File: config.mk
export PLATFORM = sky130hd
export DESIGN_NAME = twi_regbank_slave
export DESIGN_NICKNAME = d
export VERILOG_FILES = /design/src/rtl/twi_rs_pkg.sv /design/src/rtl/twi_rs_linecond.sv /design/src/rtl/twi_rs_timeout.sv /design/src/rtl/twi_rs_engine.sv /design/src/rtl/twi_regbank_slave.sv
export SDC_FILE = /design/constraint.sdc
export NUM_CORES = 1
export LEC_CHECK = 0
export ABC_AREA = 0
export BUFFER_PORTS_ARGS = -buffer_cell sky130_fd_sc_hd__buf_4
export CORE_MARGIN = 2
export CORE_UTILIZATION = 55
export DETAILED_ROUTE_END_ITERATION = 8
export HOLD_SLACK_MARGIN = 0.05
export PLACE_DENSITY_LB_ADDON = 0.15
export SLEW_MARGIN = 5
export SYNTH_ARGS = -nofsm -noshare
export SYNTH_HDL_FRONTEND = slang
export SYNTH_SLANG_ARGS = --single-unit
File: constraint.sdc
create_clock -name clk -period 3.7 [get_ports clk]
set_input_delay 0.555 -clock clk [delete_from_list [all_inputs] [get_ports clk]]
set_output_delay 0.555 -clock clk [all_outputs]
set_load 0.02 [all_outputs]
File: src/rtl/twi_rs_pkg.sv
package twi_rs_pkg;
    localparam int BYTE_W = 8;
    localparam int WORD_W = 16;

    typedef enum logic [2:0] {
        ST_IDLE,
        ST_ADDR,
        ST_ADDR_ACK,
        ST_WR_BYTE,
        ST_WR_ACK,
        ST_RD_BYTE,
        ST_RD_ACK
    } eng_state_e;

    // write-phase: what the next received data byte means
    typedef enum logic [1:0] {
        WP_POINTER,
        WP_HIGH,
        WP_LOW
    } wr_phase_e;
endpackage

File: src/rtl/twi_rs_linecond.sv
module twi_rs_linecond #(
    parameter int STAGES = 2
) (
    input  logic clk,
    input  logic rst_n,
    input  logic scl_i,
    input  logic sda_i,
    output logic scl_s,
    output logic sda_s,
    output logic start_o,
    output logic stop_o,
    output logic scl_rise_o,
    output logic scl_fall_o
);
    localparam int NLINES = 2;

    logic [NLINES-1:0] raw;
    logic [NLINES-1:0] syn;
    logic [NLINES-1:0] prev_q;

    assign raw = {sda_i, scl_i};

    generate
        for (genvar g = 0; g < NLINES; g++) begin : g_line
            logic [STAGES-1:0] ff_q;
            always_ff @(posedge clk or negedge rst_n) begin
                if (!rst_n) ff_q <= '1;
                else        ff_q <= {ff_q[STAGES-2:0], raw[g]};
            end
            assign syn[g] = ff_q[STAGES-1];
        end
    endgenerate

    always_ff @(posedge clk or negedge rst_n) begin
        if (!rst_n) prev_q <= '1;
        else        prev_q <= syn;
    end

    assign scl_s      = syn[0];
    assign sda_s      = syn[1];
    assign start_o    = syn[0] & prev_q[0] & prev_q[1] & ~syn[1];
    assign stop_o     = syn[0] & prev_q[0] & ~prev_q[1] & syn[1];
    assign scl_rise_o = syn[0] & ~prev_q[0];
    assign scl_fall_o = ~syn[0] & prev_q[0];
endmodule

File: src/rtl/twi_rs_timeout.sv
module twi_rs_timeout #(
    parameter int LIMIT = 3_000_000
) (
    input  logic clk,
    input  logic rst_n,
    input  logic en_i,
    input  logic busy_i,
    input  logic scl_s,
    output logic fire_o
);
    localparam int CW = $clog2(LIMIT + 1);

    logic [CW-1:0] cnt_d, cnt_q;
    logic          armed;

    always_comb begin
        armed  = en_i & busy_i & ~scl_s;
        fire_o = armed && (cnt_q == CW'(LIMIT - 1));
        if (!armed || fire_o) cnt_d = '0;
        else                  cnt_d = cnt_q + 1'b1;
    end

    always_ff @(posedge clk or negedge rst_n) begin
        if (!rst_n) cnt_q <= '0;
        else        cnt_q <= cnt_d;
    end

    assert_cnt_bound_R8: assert property (@(posedge clk) disable iff (!rst_n)
        cnt_q < CW'(LIMIT));
    assert_idle_clear_R9: assert property (@(posedge clk) disable iff (!rst_n)
        !en_i |=> (cnt_q == '0));
endmodule

File: src/rtl/twi_rs_engine.sv
module twi_rs_engine
    import twi_rs_pkg::*;
#(
    parameter int         PTR_W   = 4,
    parameter logic [3:0] DEV_TAG = 4'b0011
) (
    input  logic              clk,
    input  logic              rst_n,
    input  logic              scl_s,
    input  logic              sda_s,
    input  logic              start_i,
    input  logic              stop_i,
    input  logic              scl_rise_i,
    input  logic              scl_fall_i,
    input  logic              tmo_i,
    input  logic [2:0]        strap_i,
    input  logic [WORD_W-1:0] rdata_i,
    output logic              busy_o,
    output logic              sda_low_o,
    output logic [PTR_W-1:0]  ptr_o,
    output logic              wr_o,
    output logic [WORD_W-1:0] wdata_o
);
    typedef struct packed {
        eng_state_e        st;
        logic [2:0]        bitc;
        logic [BYTE_W-1:0] shreg;
        logic              done;
        logic              rw;
        wr_phase_e         wph;
        logic [BYTE_W-1:0] hi;
        logic [PTR_W-1:0]  ptr;
        logic [BYTE_W-1:0] tx;
        logic [WORD_W-1:0] word;
        logic              bsel;
        logic              mack;
        logic              sda_low;
        logic              wr;
        logic [WORD_W-1:0] wdata;
        logic [2:0]        strap;
    } eng_t;

    eng_t d, q;
    logic [BYTE_W-1:0] next_tx;

    always_comb begin
        d       = q;
        d.wr    = 1'b0;
        next_tx = q.bsel ? q.word[BYTE_W-1:0] : q.word[WORD_W-1:BYTE_W];
        if (tmo_i) begin
            d.st      = ST_IDLE;
            d.sda_low = 1'b0;
            d.done    = 1'b0;
        end else if (start_i) begin
            d.st      = ST_ADDR;
            d.bitc    = '0;
            d.done    = 1'b0;
            d.sda_low = 1'b0;
            d.strap   = strap_i;
            d.wph     = WP_POINTER;
        end else if (stop_i) begin
            d.st      = ST_IDLE;
            d.sda_low = 1'b0;
            d.done    = 1'b0;
        end else begin
            unique case (q.st)
                ST_ADDR, ST_WR_BYTE: begin
                    if (scl_rise_i) begin
                        d.shreg = {q.shreg[BYTE_W-2:0], sda_s};
                        d.bitc  = q.bitc + 3'd1;
                        if (q.bitc == 3'd7) d.done = 1'b1;
                    end else if (scl_fall_i && q.done) begin
                        d.done = 1'b0;
                        d.bitc = '0;
                        if (q.st == ST_ADDR) begin
                            if (q.shreg[BYTE_W-1:1] == {DEV_TAG, q.strap}) begin
                                d.st      = ST_ADDR_ACK;
                                d.sda_low = 1'b1;
                                d.rw      = q.shreg[0];
                            end else begin
                                d.st = ST_IDLE;
                            end
                        end else begin
                            d.st      = ST_WR_ACK;
                            d.sda_low = 1'b1;
                            unique case (q.wph)
                                WP_POINTER: begin
                                    d.ptr = q.shreg[PTR_W-1:0];
                                    d.wph = WP_HIGH;
                                end
                                WP_HIGH: begin
                                    d.hi  = q.shreg;
                                    d.wph = WP_LOW;
                                end
                                default: begin
                                    d.wr    = 1'b1;
                                    d.wdata = {q.hi, q.shreg};
                                    d.wph   = WP_HIGH;
                                end
                            endcase
                        end
                    end
                end
                ST_ADDR_ACK: begin
                    if (scl_fall_i) begin
                        d.bitc = '0;
                        if (q.rw) begin
                            d.word    = rdata_i;
                            d.tx      = rdata_i[WORD_W-1:BYTE_W];
                            d.bsel    = 1'b1;
                            d.sda_low = ~rdata_i[WORD_W-1];
                            d.st      = ST_RD_BYTE;
                        end else begin
                            d.sda_low = 1'b0;
                            d.st      = ST_WR_BYTE;
                        end
                    end
                end
                ST_WR_ACK: begin
                    if (scl_fall_i) begin
                        d.sda_low = 1'b0;
                        d.st      = ST_WR_BYTE;
                    end
                end
                ST_RD_BYTE: begin
                    if (scl_fall_i) begin
                        if (q.bitc == 3'd7) begin
                            d.sda_low = 1'b0;
                            d.bitc    = '0;
                            d.st      = ST_RD_ACK;
                        end else begin
                            d.tx      = {q.tx[BYTE_W-2:0], 1'b0};
                            d.sda_low = ~q.tx[BYTE_W-2];
                            d.bitc    = q.bitc + 3'd1;
                        end
                    end
                end
                ST_RD_ACK: begin
                    if (scl_rise_i) begin
                        d.mack = ~sda_s;
                    end else if (scl_fall_i) begin
                        if (q.mack) begin
                            d.tx      = next_tx;
                            d.bsel    = ~q.bsel;
                            d.sda_low = ~next_tx[BYTE_W-1];
                            d.bitc    = '0;
                            d.st      = ST_RD_BYTE;
                        end else begin
                            d.st = ST_IDLE;
                        end
                    end
                end
                default: ;
            endcase
        end
    end

    always_ff @(posedge clk or negedge rst_n) begin
        if (!rst_n) begin
            q       <= '0;
            q.st    <= ST_IDLE;
            q.wph   <= WP_POINTER;
        end else begin
            q <= d;
        end
    end

    assign busy_o    = (q.st != ST_IDLE);
    assign sda_low_o = q.sda_low;
    assign ptr_o     = q.ptr;
    assign wr_o      = q.wr;
    assign wdata_o   = q.wdata;

    assert_wr_single_R4: assert property (@(posedge clk) disable iff (!rst_n)
        q.wr |=> !q.wr);
    assert_stop_release_R10: assert property (@(posedge clk) disable iff (!rst_n)
        stop_i |=> !q.sda_low);
    assert_tout_idle_R8: assert property (@(posedge clk) disable iff (!rst_n)
        tmo_i |=> (q.st == ST_IDLE && !q.sda_low));
    assert_strap_hold_R2: assert property (@(posedge clk) disable iff (!rst_n)
        !start_i |=> $stable(q.strap));
    assert_drive_scl_low_R5: assert property (@(posedge clk) disable iff (!rst_n)
        $rose(q.sda_low) |-> !scl_s);
    assert_nack_idle_R7: assert property (@(posedge clk) disable iff (!rst_n)
        (q.st == ST_IDLE && !start_i) |=> !q.sda_low);
endmodule

File: src/rtl/twi_regbank_slave.sv
module twi_regbank_slave
    import twi_rs_pkg::*;
#(
    parameter int         PTR_W       = 4,
    parameter int         SYNC_STAGES = 2,
    parameter int         TOUT_CYCLES = 3_000_000,
    parameter logic [3:0] DEV_TAG     = 4'b0011
) (
    input  logic              clk,
    input  logic              rst_n,
    input  logic              scl_i,
    input  logic              sda_i,
    output logic              scl_low_o,
    output logic              sda_low_o,
    input  logic [2:0]        strap_i,
    input  logic              tout_en_i,
    output logic [PTR_W-1:0]  rf_addr_o,
    input  logic [WORD_W-1:0] rf_rdata_i,
    output logic              rf_wr_o,
    output logic [WORD_W-1:0] rf_wdata_o
);
    logic scl_s, sda_s, start, stop, scl_rise, scl_fall;
    logic tmo, busy;

    twi_rs_linecond #(.STAGES(SYNC_STAGES)) u_lines (
        .clk       (clk),
        .rst_n     (rst_n),
        .scl_i     (scl_i),
        .sda_i     (sda_i),
        .scl_s     (scl_s),
        .sda_s     (sda_s),
        .start_o   (start),
        .stop_o    (stop),
        .scl_rise_o(scl_rise),
        .scl_fall_o(scl_fall)
    );

    twi_rs_timeout #(.LIMIT(TOUT_CYCLES)) u_tout (
        .clk   (clk),
        .rst_n (rst_n),
        .en_i  (tout_en_i),
        .busy_i(busy),
        .scl_s (scl_s),
        .fire_o(tmo)
    );

    twi_rs_engine #(.PTR_W(PTR_W), .DEV_TAG(DEV_TAG)) u_eng (
        .clk       (clk),
        .rst_n     (rst_n),
        .scl_s     (scl_s),
        .sda_s     (sda_s),
        .start_i   (start),
        .stop_i    (stop),
        .scl_rise_i(scl_rise),
        .scl_fall_i(scl_fall),
        .tmo_i     (tmo),
        .strap_i   (strap_i),
        .rdata_i   (rf_rdata_i),
        .busy_o    (busy),
        .sda_low_o (sda_low_o),
        .ptr_o     (rf_addr_o),
        .wr_o      (rf_wr_o),
        .wdata_o   (rf_wdata_o)
    );

    assign scl_low_o = 1'b0;
endmodule

==> metrics.md <==
| Metric | Value |
|---|---|
| Worst reg-to-reg path cell count | `5` |
| Reg-to-reg setup timing slack | `1.08 ns` |
| 1st-pass router iterations | `6` |
| Max-slew violation count | `0` |
| N_diodes | `0` |
| Final antenna-violating net count | `0` |
| Top Family by Delay on Critical Path | `simple AND/OR/NAND/NOR gates` |
| CTS hold repair buffers | `0` |
| Seq/Total Area, Yosys | `50.9%` |
| PwrDens | `497 nW/um^2` |
| CTS clk-pin slew, worst paths | `0.10 ns` |
| Crit path launch type | `register` |
| Layout area overhead | `9.57%` |
| Final instance area | `5620 um^2` |
| Clock Sinks | `104` |
| Post-DP HPWL | `6.49 mm` |
| NumNets Final | `490` |
| Async SR Flop Fraction | `100%` |
| Synth area leaders | `dfrtp_1, mux2_1, mux2_2` |
| Cells after synthesis | `438` |
| Max Fclk | `381 MHz` |
| Metal3 WL | `380 um` |
| Gpl congestion | `0.973` |
| DRT iter0 DRCs | `197` |
| Placement row count | `35` |
| TritonCTS Buffers | `9` |
| Max VDD drop | `0.213 mV` |
| Floorplan core area | `9150 um^2` |
| Net Count, Synth | `465` |
| WP depth | `5` |
| FF-to-FF End | `u_eng.q[42]` |
| Starting Density | `56.0%` |
| Setup crit end | `u_eng.q[42]` |
| Ys flop type | `dfrtp_1` |
| Dpl cells | `563` |
| Multiplexer area fraction after synthesis | `16.7%` |
| DP Area | `5410 um^2` |
| Worst-path fanout max | `7` |
| CTS resizes | `0` |
| Final hold vios | `0` |
| Area leader, netlist | `dfrtp_1` |
| Clock tree root driver cell | `clkbuf_8` |
| Worst Skew | `0.0119 ns` |
| Largest family of logic cells by synthesized area | `multiplexers` |
| Post-Layout Cell Count | `579` |
| Final Cycle Share | `70.9%` |
| Die ar. | `10,100 um^2` |
| # port buffers | `45` |
| Tightest Pin Transition | `1.06 ns` |
| Post-synth EDFFs | `0` |
| Setup crit end kind | `register` |
| Clock buffer depth | `2` |
| Post-Syn Area per Cell | `11.7 um^2` |
| Post-Syn Area | `5130 um^2` |
| Synth Area in XOR/XNOR | `4.27%` |
| Vias in the first global route | `3,270` |
| Share of the synthesized area in the top cell type | `47.8%` |
| Crit Path Class | `reg -> reg` |
| CP max-delay cell | `or4_4` |
| Arr. time, crit path | `2.88 ns` |
| Unrepaired setup endpoints after global routing | `no` |
| Rel. slew slack | `29.4%` |
| WL met2 | `4.63 mm` |
| Post-synthesis compound-gate area fraction | `7.05%` |
| Static leakage power | `2.56 nW` |
| Critical path cell sequence | `or4_1, or4_4, or2_1, o2111ai_4, mux2_4` |
| Peak per-stage delay on the critical path | `0.59 ns` |
| # IOs | `47` |
| GRT Total Usage | `19.5%` |
| Share of cells above drive strength 1 | `23.9%` |
| Count leader, synth | `dfrtp_1` |
| Die W | `101 um` |
| Drt total wl | `9.27 mm` |
| Chip Height | `101 um` |
| # Max-Cap Violations | `0` |
| Routed len/inst | `16.0 um` |
| Setup crit start | `u_tout.cnt_q[17]` |
| Clk_lat worst skew | `0.37 ns` |
| H-tree depth | `3` |
| Initial antenna violation count | `0` |
| Worst min path class | `in -> reg` |
| Buf+Inv Stages, Crit Path | `0` |
| Final Setup Violations | `0` |
| Post-Synth Adder-Cell Area | `0.732%` |
| Global-route wire length before repair | `15.6 mm` |
| Pin count of the biggest net entering global routing | `88` |
| Flops & latches, synth | `104` |
| TNS Setup | `0 ns` |
| Top Layer Used | `met4` |
| Via/cell ratio | `5.77` |
| RR Startpoint | `u_tout.cnt_q[17]` |
| Worst path required time | `3.96 ns` |
| DRC viols | `0` |
| GRT overflow | `0` |
| Post-synthesis cell type count | `60` |
| Status | `completed` |
| Met1 Wirelength | `4.10 mm` |
| CTS tree | `yes` |
| Min cycle time layout | `2.62 ns` |
| Routed via count | `3,340` |
| Setup Buffers After CTS | `0` |
| Ys Warns | `0` |
| Synth Area in Simple Gates | `14.7%` |
| Synth cell count leaders | `dfrtp_1, nor2_1, mux2_1, mux2_2, nand2_1` |
==> cell usage in the layout (no fill, tap or decap), types with 9 or more instances in the layout <==
cell type and instances:
mux2_2 22, nand2_1 22, nand3_1 12, clkbuf_8 9
mux2_1 34, mux2i_1 12, nor2_1 39, dfrtp_1 98
buf_4 50, xnor2_1 15, xor2_1 10, inv_1 13
==> power by group <==
part | internal [mW] | switching (mW) | total (mW)
logic | 0.299 | 0.318 | 0.617
clock network | 0.325 | 0.398 | 0.724
registers | 1.26 | 0.192 | 1.45
==> kinds of logic after synthesis <==
kind of cell,after synthesis
and+or+nand+nor,135
DFF,104
muxes,75
buffers and inverters,49
AOI/OAI and AO/OA,46
xor gates and xnor gates,25
adders and majority gates,3
other,1
==> registers in the layout, summed over array words and instances, names as in the netlist <==
name,flops
u_eng.wdata_o,16
u_lines.prev_q,2
u_eng.q,54
u_tout.cnt_q,22
u_eng.wr_o,1
u_eng.ptr_o,4
u_eng.sda_low_o,1
u_lines.g_line.ff_q,4
==> worst min-delay path by stage <==
stage / startpoint / to / cells after the start
5_1_grt: sda_i / u_lines.g_line[1].ff_q[0] / 1
3_5_place_dp: u_lines.g_line[1].ff_q[0] / u_lines.g_line[1].ff_q[1] / 0
6_report: sda_i / u_lines.g_line[1].ff_q[0] / 1
3_3_place_gp: u_lines.g_line[0].ff_q[0] / u_lines.g_line[0].ff_q[1] / 0
2_1_floorplan: rst_n / u_eng.ptr_o[0] / 0
4_1_cts: sda_i / u_lines.g_line[1].ff_q[0] / 1
==> cell type report <==
| class | instances | area (um^2) |
|---|---|---|
| Clock buffer | 10 | 128 |
| Clock inverter | 6 | 76.3 |
| Fill cell | 790 | 3530 |
| Inverter | 13 | 48.8 |
| Multi-Input combinational cell | 285 | 2240 |
| Sequential cell | 104 | 2610 |
| Tap cell | 111 | 139 |
| Timing Repair Buffer | 50 | 375 |
==> through the flow <==
| step | setup slack [ns] | hold WS, ns | utilization [%] | power, mW |
|---|---|---|---|---|
| after global placement | 1.10 | 0.347 | 59.2 | 2.07 |
| after floorplan | 1.25 | 0.259 | - | 1.90 |
| after detailed placement | 1.08 | 0.348 | 59.2 | 2.08 |
| after global routing | 0.954 | 0.258 | 61.4 | 2.95 |
| final | 1.08 | 0.279 | 61.4 | 2.79 |
| after CTS | 1.07 | 0.264 | 61.4 | 2.81 |
==> layer usage <==
metal  GRT usage [%]  up-vias
li1                -     1600
met1            25.6     1627
met2            32.4       97
met3            3.47       16
met4            7.48        0
met5               0        -
No activity file was read; power rests on OpenSTA's default activity.
